<file path="src/rtl/mbc_pkg.sv">
package mbc_pkg;

  typedef struct packed {
    logic m;
    logic x;
    logic d;
    logic i;
  } mbc_flags_t;

  typedef enum logic [1:0] {
    EV_IDLE      = 2'd0,
    EV_IRQ       = 2'd1,
    EV_TO_EMU    = 2'd2,
    EV_TO_NATIVE = 2'd3
  } mbc_event_e;

  function automatic mbc_event_e mbc_classify(input logic irq, input logic req,
                                              input logic to_emu);
    if (irq)      return EV_IRQ;
    else if (req) return to_emu ? EV_TO_EMU : EV_TO_NATIVE;
    else          return EV_IDLE;
  endfunction

endpackage

</file>
<file path="src/rtl/mbc_rst_sync.sv">
module mbc_rst_sync (
  input  logic clk,
  input  logic rst_n,
  output logic rst_sync_n
);
  logic [1:0] stage_q;

  always_ff @(posedge clk or negedge rst_n) begin
    if (!rst_n) stage_q <= 2'b00;
    else        stage_q <= {stage_q[0], 1'b1};
  end

  assign rst_sync_n = stage_q[1];
endmodule

</file>
<file path="src/rtl/mbc_status_regs.sv">
module mbc_status_regs
  import mbc_pkg::*;
(
  input  logic       clk,
  input  logic       rst_n,
  input  mbc_event_e ev,
  input  logic       wr_en,
  input  mbc_flags_t wr_val,
  output logic       emu_q,
  output logic       emu_nxt,
  output mbc_flags_t flags_q,
  output mbc_flags_t flags_nxt
);
  logic en;

  always_comb begin
    emu_nxt   = emu_q;
    flags_nxt = flags_q;
    unique case (ev)
      EV_IRQ: begin
        flags_nxt.d = 1'b0;
        flags_nxt.i = 1'b1;
      end
      EV_TO_EMU: begin
        emu_nxt     = 1'b1;
        flags_nxt.m = 1'b1;
        flags_nxt.x = 1'b1;
      end
      EV_TO_NATIVE: emu_nxt = 1'b0;
      default: if (wr_en) flags_nxt = wr_val;
    endcase
    if (emu_nxt) begin
      flags_nxt.m = 1'b1;
      flags_nxt.x = 1'b1;
    end
  end

  assign en = (ev != EV_IDLE) || wr_en;

  always_ff @(posedge clk or negedge rst_n) begin
    if (!rst_n) begin
      emu_q   <= 1'b1;
      flags_q <= '{m: 1'b1, x: 1'b1, d: 1'b0, i: 1'b1};
    end else if (en) begin
      emu_q   <= emu_nxt;
      flags_q <= flags_nxt;
    end
  end
endmodule

</file>
<file path="src/rtl/mbc_width_regs.sv">
module mbc_width_regs #(
  parameter int DATA_W  = 16,
  parameter int SP_PAGE = 1
) (
  input  logic              clk,
  input  logic              rst_n,
  input  logic              wr_ok,
  input  logic              emu_nxt,
  input  logic              xflag_nxt,
  input  logic              wr_sp_en,
  input  logic              wr_x_en,
  input  logic              wr_y_en,
  input  logic              wr_a_en,
  input  logic [DATA_W-1:0] wr_word,
  output logic [DATA_W-1:0] sp_q,
  output logic [DATA_W-1:0] x_q,
  output logic [DATA_W-1:0] y_q,
  output logic [DATA_W-1:0] a_q
);
  localparam int HALF = DATA_W / 2;
  localparam int NIDX = 2;
  localparam logic [HALF-1:0] PAGE = HALF'(SP_PAGE);

  logic [DATA_W-1:0] sp_nxt, a_nxt;
  logic [NIDX-1:0]   idx_wr;
  logic [DATA_W-1:0] idx_q   [NIDX];
  logic [DATA_W-1:0] idx_nxt [NIDX];

  assign idx_wr = {wr_y_en, wr_x_en};

  always_comb begin
    sp_nxt = (wr_ok && wr_sp_en) ? wr_word : sp_q;
    if (emu_nxt) sp_nxt[DATA_W-1:HALF] = PAGE;
    a_nxt = (wr_ok && wr_a_en) ? wr_word : a_q;
  end

  always_ff @(posedge clk or negedge rst_n) begin
    if (!rst_n) begin
      sp_q <= {PAGE, {HALF{1'b1}}};
      a_q  <= '0;
    end else begin
      sp_q <= sp_nxt;
      if (wr_ok && wr_a_en) a_q <= a_nxt;
    end
  end

  for (genvar g = 0; g < NIDX; g++) begin : g_idx
    always_comb begin
      idx_nxt[g] = (wr_ok && idx_wr[g]) ? wr_word : idx_q[g];
      if (xflag_nxt) idx_nxt[g][DATA_W-1:HALF] = '0;
    end

    always_ff @(posedge clk or negedge rst_n) begin
      if (!rst_n) idx_q[g] <= '0;
      else        idx_q[g] <= idx_nxt[g];
    end
  end

  assign x_q = idx_q[0];
  assign y_q = idx_q[1];
endmodule

</file>
<file path="src/rtl/mbc_bank_regs.sv">
module mbc_bank_regs
  import mbc_pkg::*;
#(
  parameter int BANK_W = 8
) (
  input  logic              clk,
  input  logic              rst_n,
  input  mbc_event_e        ev,
  input  logic              emu_q,
  input  logic              wr_ok,
  input  logic              wr_pbr_en,
  input  logic              wr_dbr_en,
  input  logic [BANK_W-1:0] wr_bank,
  output logic [BANK_W-1:0] pbr_q,
  output logic [BANK_W-1:0] dbr_q,
  output logic              push_q,
  output logic [BANK_W-1:0] push_data_q
);
  logic [BANK_W-1:0] pbr_nxt, dbr_nxt;
  logic              push_nxt;
  logic              save_en;

  always_comb begin
    pbr_nxt  = pbr_q;
    dbr_nxt  = dbr_q;
    push_nxt = 1'b0;
    if (ev == EV_IRQ) begin
      pbr_nxt  = '0;
      if (emu_q) dbr_nxt  = '0;
      else       push_nxt = 1'b1;
    end else if (wr_ok) begin
      if (wr_pbr_en) pbr_nxt = wr_bank;
      if (wr_dbr_en) dbr_nxt = wr_bank;
    end
  end

  assign save_en = push_nxt;

  always_ff @(posedge clk or negedge rst_n) begin
    if (!rst_n) begin
      pbr_q       <= '0;
      dbr_q       <= '0;
      push_q      <= 1'b0;
      push_data_q <= '0;
    end else begin
      pbr_q  <= pbr_nxt;
      dbr_q  <= dbr_nxt;
      push_q <= push_nxt;
      if (save_en) push_data_q <= pbr_q;
    end
  end
endmodule

</file>
<file path="src/rtl/mode_bank_ctrl.sv">
module mode_bank_ctrl
  import mbc_pkg::*;
#(
  parameter int DATA_W  = 16,
  parameter int BANK_W  = 8,
  parameter int SP_PAGE = 1
) (
  input  logic              clk,
  input  logic              rst_n,
  input  logic              irq_entry,
  input  logic              mode_req,
  input  logic              mode_req_emu,
  input  logic              wr_flags_en,
  input  logic [3:0]        wr_flags,
  input  logic              wr_sp_en,
  input  logic              wr_x_en,
  input  logic              wr_y_en,
  input  logic              wr_a_en,
  input  logic [DATA_W-1:0] wr_word,
  input  logic              wr_pbr_en,
  input  logic              wr_dbr_en,
  input  logic [BANK_W-1:0] wr_bank,
  output logic              emu_mode,
  output logic [3:0]        flags_o,
  output logic [DATA_W-1:0] sp_o,
  output logic [DATA_W-1:0] x_o,
  output logic [DATA_W-1:0] y_o,
  output logic [DATA_W-1:0] a_o,
  output logic [BANK_W-1:0] pbr_o,
  output logic [BANK_W-1:0] dbr_o,
  output logic              pbr_push_req,
  output logic [BANK_W-1:0] pbr_push_data
);
  logic       rst_sync_n;
  mbc_event_e ev;
  logic       wr_ok;
  logic       emu_q, emu_nxt;
  mbc_flags_t flags_q, flags_nxt;

  mbc_rst_sync u_rst (
    .clk        (clk),
    .rst_n      (rst_n),
    .rst_sync_n (rst_sync_n)
  );

  assign ev    = mbc_classify(irq_entry, mode_req, mode_req_emu);
  assign wr_ok = (ev == EV_IDLE);

  mbc_status_regs u_status (
    .clk       (clk),
    .rst_n     (rst_sync_n),
    .ev        (ev),
    .wr_en     (wr_ok && wr_flags_en),
    .wr_val    (mbc_flags_t'(wr_flags)),
    .emu_q     (emu_q),
    .emu_nxt   (emu_nxt),
    .flags_q   (flags_q),
    .flags_nxt (flags_nxt)
  );

  mbc_width_regs #(.DATA_W(DATA_W), .SP_PAGE(SP_PAGE)) u_width (
    .clk       (clk),
    .rst_n     (rst_sync_n),
    .wr_ok     (wr_ok),
    .emu_nxt   (emu_nxt),
    .xflag_nxt (flags_nxt.x),
    .wr_sp_en  (wr_sp_en),
    .wr_x_en   (wr_x_en),
    .wr_y_en   (wr_y_en),
    .wr_a_en   (wr_a_en),
    .wr_word   (wr_word),
    .sp_q      (sp_o),
    .x_q       (x_o),
    .y_q       (y_o),
    .a_q       (a_o)
  );

  mbc_bank_regs #(.BANK_W(BANK_W)) u_bank (
    .clk         (clk),
    .rst_n       (rst_sync_n),
    .ev          (ev),
    .emu_q       (emu_q),
    .wr_ok       (wr_ok),
    .wr_pbr_en   (wr_pbr_en),
    .wr_dbr_en   (wr_dbr_en),
    .wr_bank     (wr_bank),
    .pbr_q       (pbr_o),
    .dbr_q       (dbr_o),
    .push_q      (pbr_push_req),
    .push_data_q (pbr_push_data)
  );

  assign emu_mode = emu_q;
  assign flags_o  = flags_q;
endmodule

</file>
<file path="config.mk">
export PLATFORM = sky130hd
export DESIGN_NAME = mode_bank_ctrl
export DESIGN_NICKNAME = d
export VERILOG_FILES = /design/src/rtl/mbc_pkg.sv /design/src/rtl/mbc_rst_sync.sv /design/src/rtl/mbc_status_regs.sv /design/src/rtl/mbc_width_regs.sv /design/src/rtl/mbc_bank_regs.sv /design/src/rtl/mode_bank_ctrl.sv
export SDC_FILE = /design/constraint.sdc
export NUM_CORES = 1
export LEC_CHECK = 0
export BUFFER_PORTS_ARGS = -buffer_cell sky130_fd_sc_hd__clkbuf_2
export CELL_PAD_IN_SITES_DETAIL_PLACEMENT = 1
export CELL_PAD_IN_SITES_GLOBAL_PLACEMENT = 1
export CORE_ASPECT_RATIO = 1.5
export CORE_MARGIN = 10
export CORE_UTILIZATION = 36
export CTS_BUF_LIST = sky130_fd_sc_hd__clkbuf_16
export DETAILED_ROUTE_END_ITERATION = 7
export PLACE_DENSITY_LB_ADDON = 0.1
export SLEW_MARGIN = 5
export SYNTH_ARGS = -nofsm -noshare
export SYNTH_HDL_FRONTEND = slang
export SYNTH_HIERARCHICAL = 1
export SYNTH_SLANG_ARGS = --single-unit
</file>
<file path="constraint.sdc">
create_clock -name clk -period 2.7 [get_ports clk]
set_input_delay 0.54 -clock clk [delete_from_list [all_inputs] [get_ports clk]]
set_output_delay 0.54 -clock clk [all_outputs]
set_load 0.005 [all_outputs]
</file>
== Yosys cells after proc, flatten, opt, wreduce, memory -nomap -nowiden ==
Cells that the tools add are included.

* Register bits: 96
* Input port bits: 40
* Word-level logic and storage cells: 68

* Equal/unequal tests: 5
* Mux-type cells: 23
* Bitwise logic cells: 1
* Reduce and logical (&&, ||, !) cells: 22

{| class="wikitable"
|+ Operators by type and width
! kind !! number
|-
| $mux 8 || 10
|-
| $mux 16 || 3
|-
| $reduce_bool 2->1 || 8
|-
| $reduce_and 3->1 || 3
|-
| $pmux 2 s2 || 2
|-
| $mux 2 || 3
|-
| $logic_and 1x1->1 || 5
|-
| $eq 2x2->1 const B || 2
|-
| $mux 4 || 1
|-
| $reduce_or 2->1 || 2
|-
| $mux 1 || 3
|-
| $reduce_bool 3->1 || 1
|-
| $eq 2x1->1 const B || 1
|-
| $logic_not 2->1 || 1
|-
| $ne 2x1->1 const B || 1
|-
| $ne 2x2->1 const B || 1
|-
| $pmux 1 s2 || 1
|-
| $reduce_and 2->1 || 1
|-
| $logic_or 1x1->1 || 1
|-
| $not 1->1 || 1
|}

== Longest topological paths before layout ==
* Word-level depth: 9
* Mapped depth: 8
* Mapped depth without buffers: 7

== By module ==
Netlist, hierarchy kept.

{| class="wikitable"
|+ Modules (own cells, without submodules)
! module !! instances !! cells each !! area each (um^2) !! sequential area each (um^2)
|-
| mbc_width_regs || 1 || 182 || 2633.8 || 1612.8
|-
| mbc_bank_regs || 1 || 76 || 1009.7 || 625.6
|-
| mbc_status_regs || 1 || 31 || 296.5 || 130.1
|-
| mbc_rst_sync || 1 || 3 || 53.8 || 50.0
|-
| mode_bank_ctrl || 1 || 5 || 31.3 || 0.0
|}

== Worst setup path after synthesis ==
No wires, ideal clock.

* Path type: input-to-reg
* Start point: input mode_req
* End point: register u_width.idx_q (netlist bit u_width/y_q[11])
* Arrival: 2015 ps
* Path slack: 605 ps
* Stages on the path: 8
* Buffers on the path: 1
* Cell sequence: nor2_2 -> and2_1 -> nand2b_4 -> or4_1 -> o21a_1 -> clkbuf_1 -> nand2b_1 -> mux2i_1

{| class="wikitable"
|+ RTL lines
! what !! RTL line !! text
|-
| from (decl) || mode_bank_ctrl.sv:11 || <nowiki>input logic mode_req,</nowiki>
|-
| to (signal, indexed assignment) || mbc_width_regs.sv:55 || <nowiki>else idx_q[g] <= idx_nxt[g];</nowiki>
|-
| to (decl) || mbc_width_regs.sv:26 || <nowiki>logic [DATA_W-1:0] idx_q [NIDX];</nowiki>
|}

==> results.md <==
- Status: complete, no violations
- Pins Over Slew Limit: 0
- Vias in the first global route: roughly 3,000
- Final setup TNS: 0 ns
- Synth Cell Area: ~0.0040 mm2
- Layout Nets: about 470
- R2r setup slk: approximately 0.78 ns
- Global-route wire length before repair: between 15,000 and 20,000 um
- # fillers: ~1,200
- Max Root-Sink Buffers: 2
- Leakage power: 0.00255 uW
- # DRC: 0
- Sw Ratio: 0.264
- Fmax: between 0.4 and 0.5 GHz
- Post-CTS Hold Fix Bufs: 1
- Area Growth Syn to Fin: 27.0%
- Combinational power share: 0.156
- Flop pwr share: 0.500
- Net Sw Power: approximately 900 uW
- Top Ports: around 130
- Pre-antenna DRT Iters: 4
- Critical Path Fanout Max: 24
- PwrDens: between 600 and 700 mW/mm2
- Area occupied by multi-input gates: between 0.001 and 0.0015 mm2
- Row count: 47
- Grt total ovfl: 0
- Chip height: about 150 um
- Antenna cells: 0
- Cells after synthesis: 294
- RSZ-0062 raised after global routing: false
- Worst hold-check path type: flop to asynchronous set/reset pin
- DP Worst Slack: between 0.2 and 0.3 ns
- Total CTS buffers: 9
- Syn nets: roughly 330
- CTS tree: built
- Tcrit/Tclk final: 0.762
- CP Capture Point: u_width/y_q[8]
- DRT iter0 DRCs: 46
- Peak supply drop: ~0.4 mV
- Final Wtd Congestion: roughly 0.75
- PortBufs: approximately 130
- Crit path arrival time: 2.30 ns
- Register area: between 0.002 and 0.0025 mm2
- Max cap viols: 0
- Final min period: roughly 2 ns
- Vias/cell: between 4 and 5
- Clk root buf: clkbuf_16
- Layout cells sized above 1: 0.538
- Clk_lat worst skew: ~0.34 ns
- GRT Total Usage: 0.138
- Htree depth: 3
- RR Endpoint: u_width/y_q[8]
- Yosys warns: 6
- R2R depth: 5
- RR Startpoint: u_status/emu_q
- Worst rel slew slack: 0.389
- Initial antenna violation count: 0
- Initial core utilization: 0.366
- Die width: 106 um
- Final Skew: slightly below 0.01 ns
- Clock transition at path regs: 0.07 ns
- Antenna-violating nets left: 0
- DIE AREA: about 0.016 mm2
- Startpoint Class: primary input
- Int Power: between 2000 and 3000 uW
- Crit path required time: between 2 and 3 ns
- Largest net degree at the start of global routing: between 50 and 60
- WL per Instance: around 19 um
- Worst slew pin tran: about 0.91 ns
- Total wire length: around 11,000 um
- Hold WS: ~0.32 ns
- Dpl hpwl: between 8000 and 9000 um
- Endpoints failing hold: 0
- Setup bufs post-CTS: 0
- Clk pwr share: 0.344
- Crit Path Class: primary input to flop
- Crit path from: mode_req
- Fin worst setup slack: around 0.64 ns
- Detailed-route via count: 2,786
- Clk sinks: 96
- Final setup violation count: 0
- Core footprint: 0.0109 mm2
- Syn_area_per_cell: around 14 um2
- Resize count post-CTS: 0
- CP endpoint kind: flop
==> worst min-delay path by stage <==
| stage | from | to | slack, ns | depth (start not counted) |
|---|---|---|---|---|
| finish | u_rst/stage_q[1] | u_bank/push_data_q[6] | 0.32 | 0 |
| global route | u_rst/stage_q[1] | u_bank/push_data_q[6] | 0.36 | 0 |
| CTS | u_rst/stage_q[1] | u_bank/push_data_q[6] | 0.34 | 0 |
| detailed placement | rst_n | u_rst/stage_q[1] | 0.33 | 1 |
| global placement | rst_n | u_rst/stage_q[0] | 0.33 | 1 |
| floorplan | rst_n | u_rst/stage_q[0] | 0.24 | 0 |
==> worst max-delay path, cell delays in order <==
cell and delay (ns):
clkbuf_2 0.10, nor2_2 0.11, and2_1 0.25, nand2b_4 0.08, or4_1 0.41, o21a_1 0.35, nand2b_1 0.27, mux2i_1 0.17
==> per-stage QoR <==
step | total power [uW] | area [um2] | util | std cells
floorplan | 2010 | 4000 | - | 294
global placement | 2300 | 4800 | 0.438 | 563
detailed placement | 2310 | 4800 | 0.438 | 563
CTS | 3520 | 5080 | 0.465 | 580
global route | 3650 | 5080 | 0.465 | 580
finish | 3450 | 5080 | 0.465 | 580
==> cell usage in the layout (no fill, tap or decap), drive strengths merged, types with 2 or more instances in the layout <==
master / count
clkbuf: 142
and2: 2
inv: 9
dfrtp: 83
nand3: 15
dfstp: 13
mux2: 49
nand2b: 27
a21boi: 2
a22o: 8
a21oi: 16
nor3: 2
a21o: 2
a21bo: 7
clkinv: 2
or4: 2
clkinvlp: 2
o21ai: 3
nor2: 4
nand2: 14
buf: 3
mux2i: 16
==> layout make-up <==
cell class / instances / area share
Clock inverter: 7 / 0.0101
Clock buffer: 9 / 0.0443
Sequential cell: 96 / 0.477
Multi-Input combinational cell: 178 / 0.289
Inverter: 6 / 0.00443
Tap cell: 147 / 0.0362
Timing Repair Buffer: 137 / 0.140
==> flip-flops by register name, summed over array words and instances, names as in the netlist, 4 cells and up <==
signal / count
u_status/flags_q: 4
u_width/x_q: 16
u_width/sp_q: 16
u_width/a_q: 16
u_bank/push_data_q: 8
u_bank/pbr_q: 8
u_bank/dbr_q: 8
u_width/y_q: 16
==> routing by layer <==
layer  global-route usage  wire [um]  vias up
met2                0.240       5660       83
met3               0.0450        738       11
met4               0.0591        146        0
met5                    0          0        -
met1                0.149       4330     1406
li1                     -          -     1286
==> power groups by stage <==
stage                     Combinational, uW  Clock (uW)  Sequential (uW)
after detailed placement                556           0             1760
after CTS                               559        1230             1730
after floorplan                         247           0             1760
after global placement                  545           0             1750
final                                   539        1190             1730
after global routing                    598        1300             1750
(Power assumes the default switching activity.)
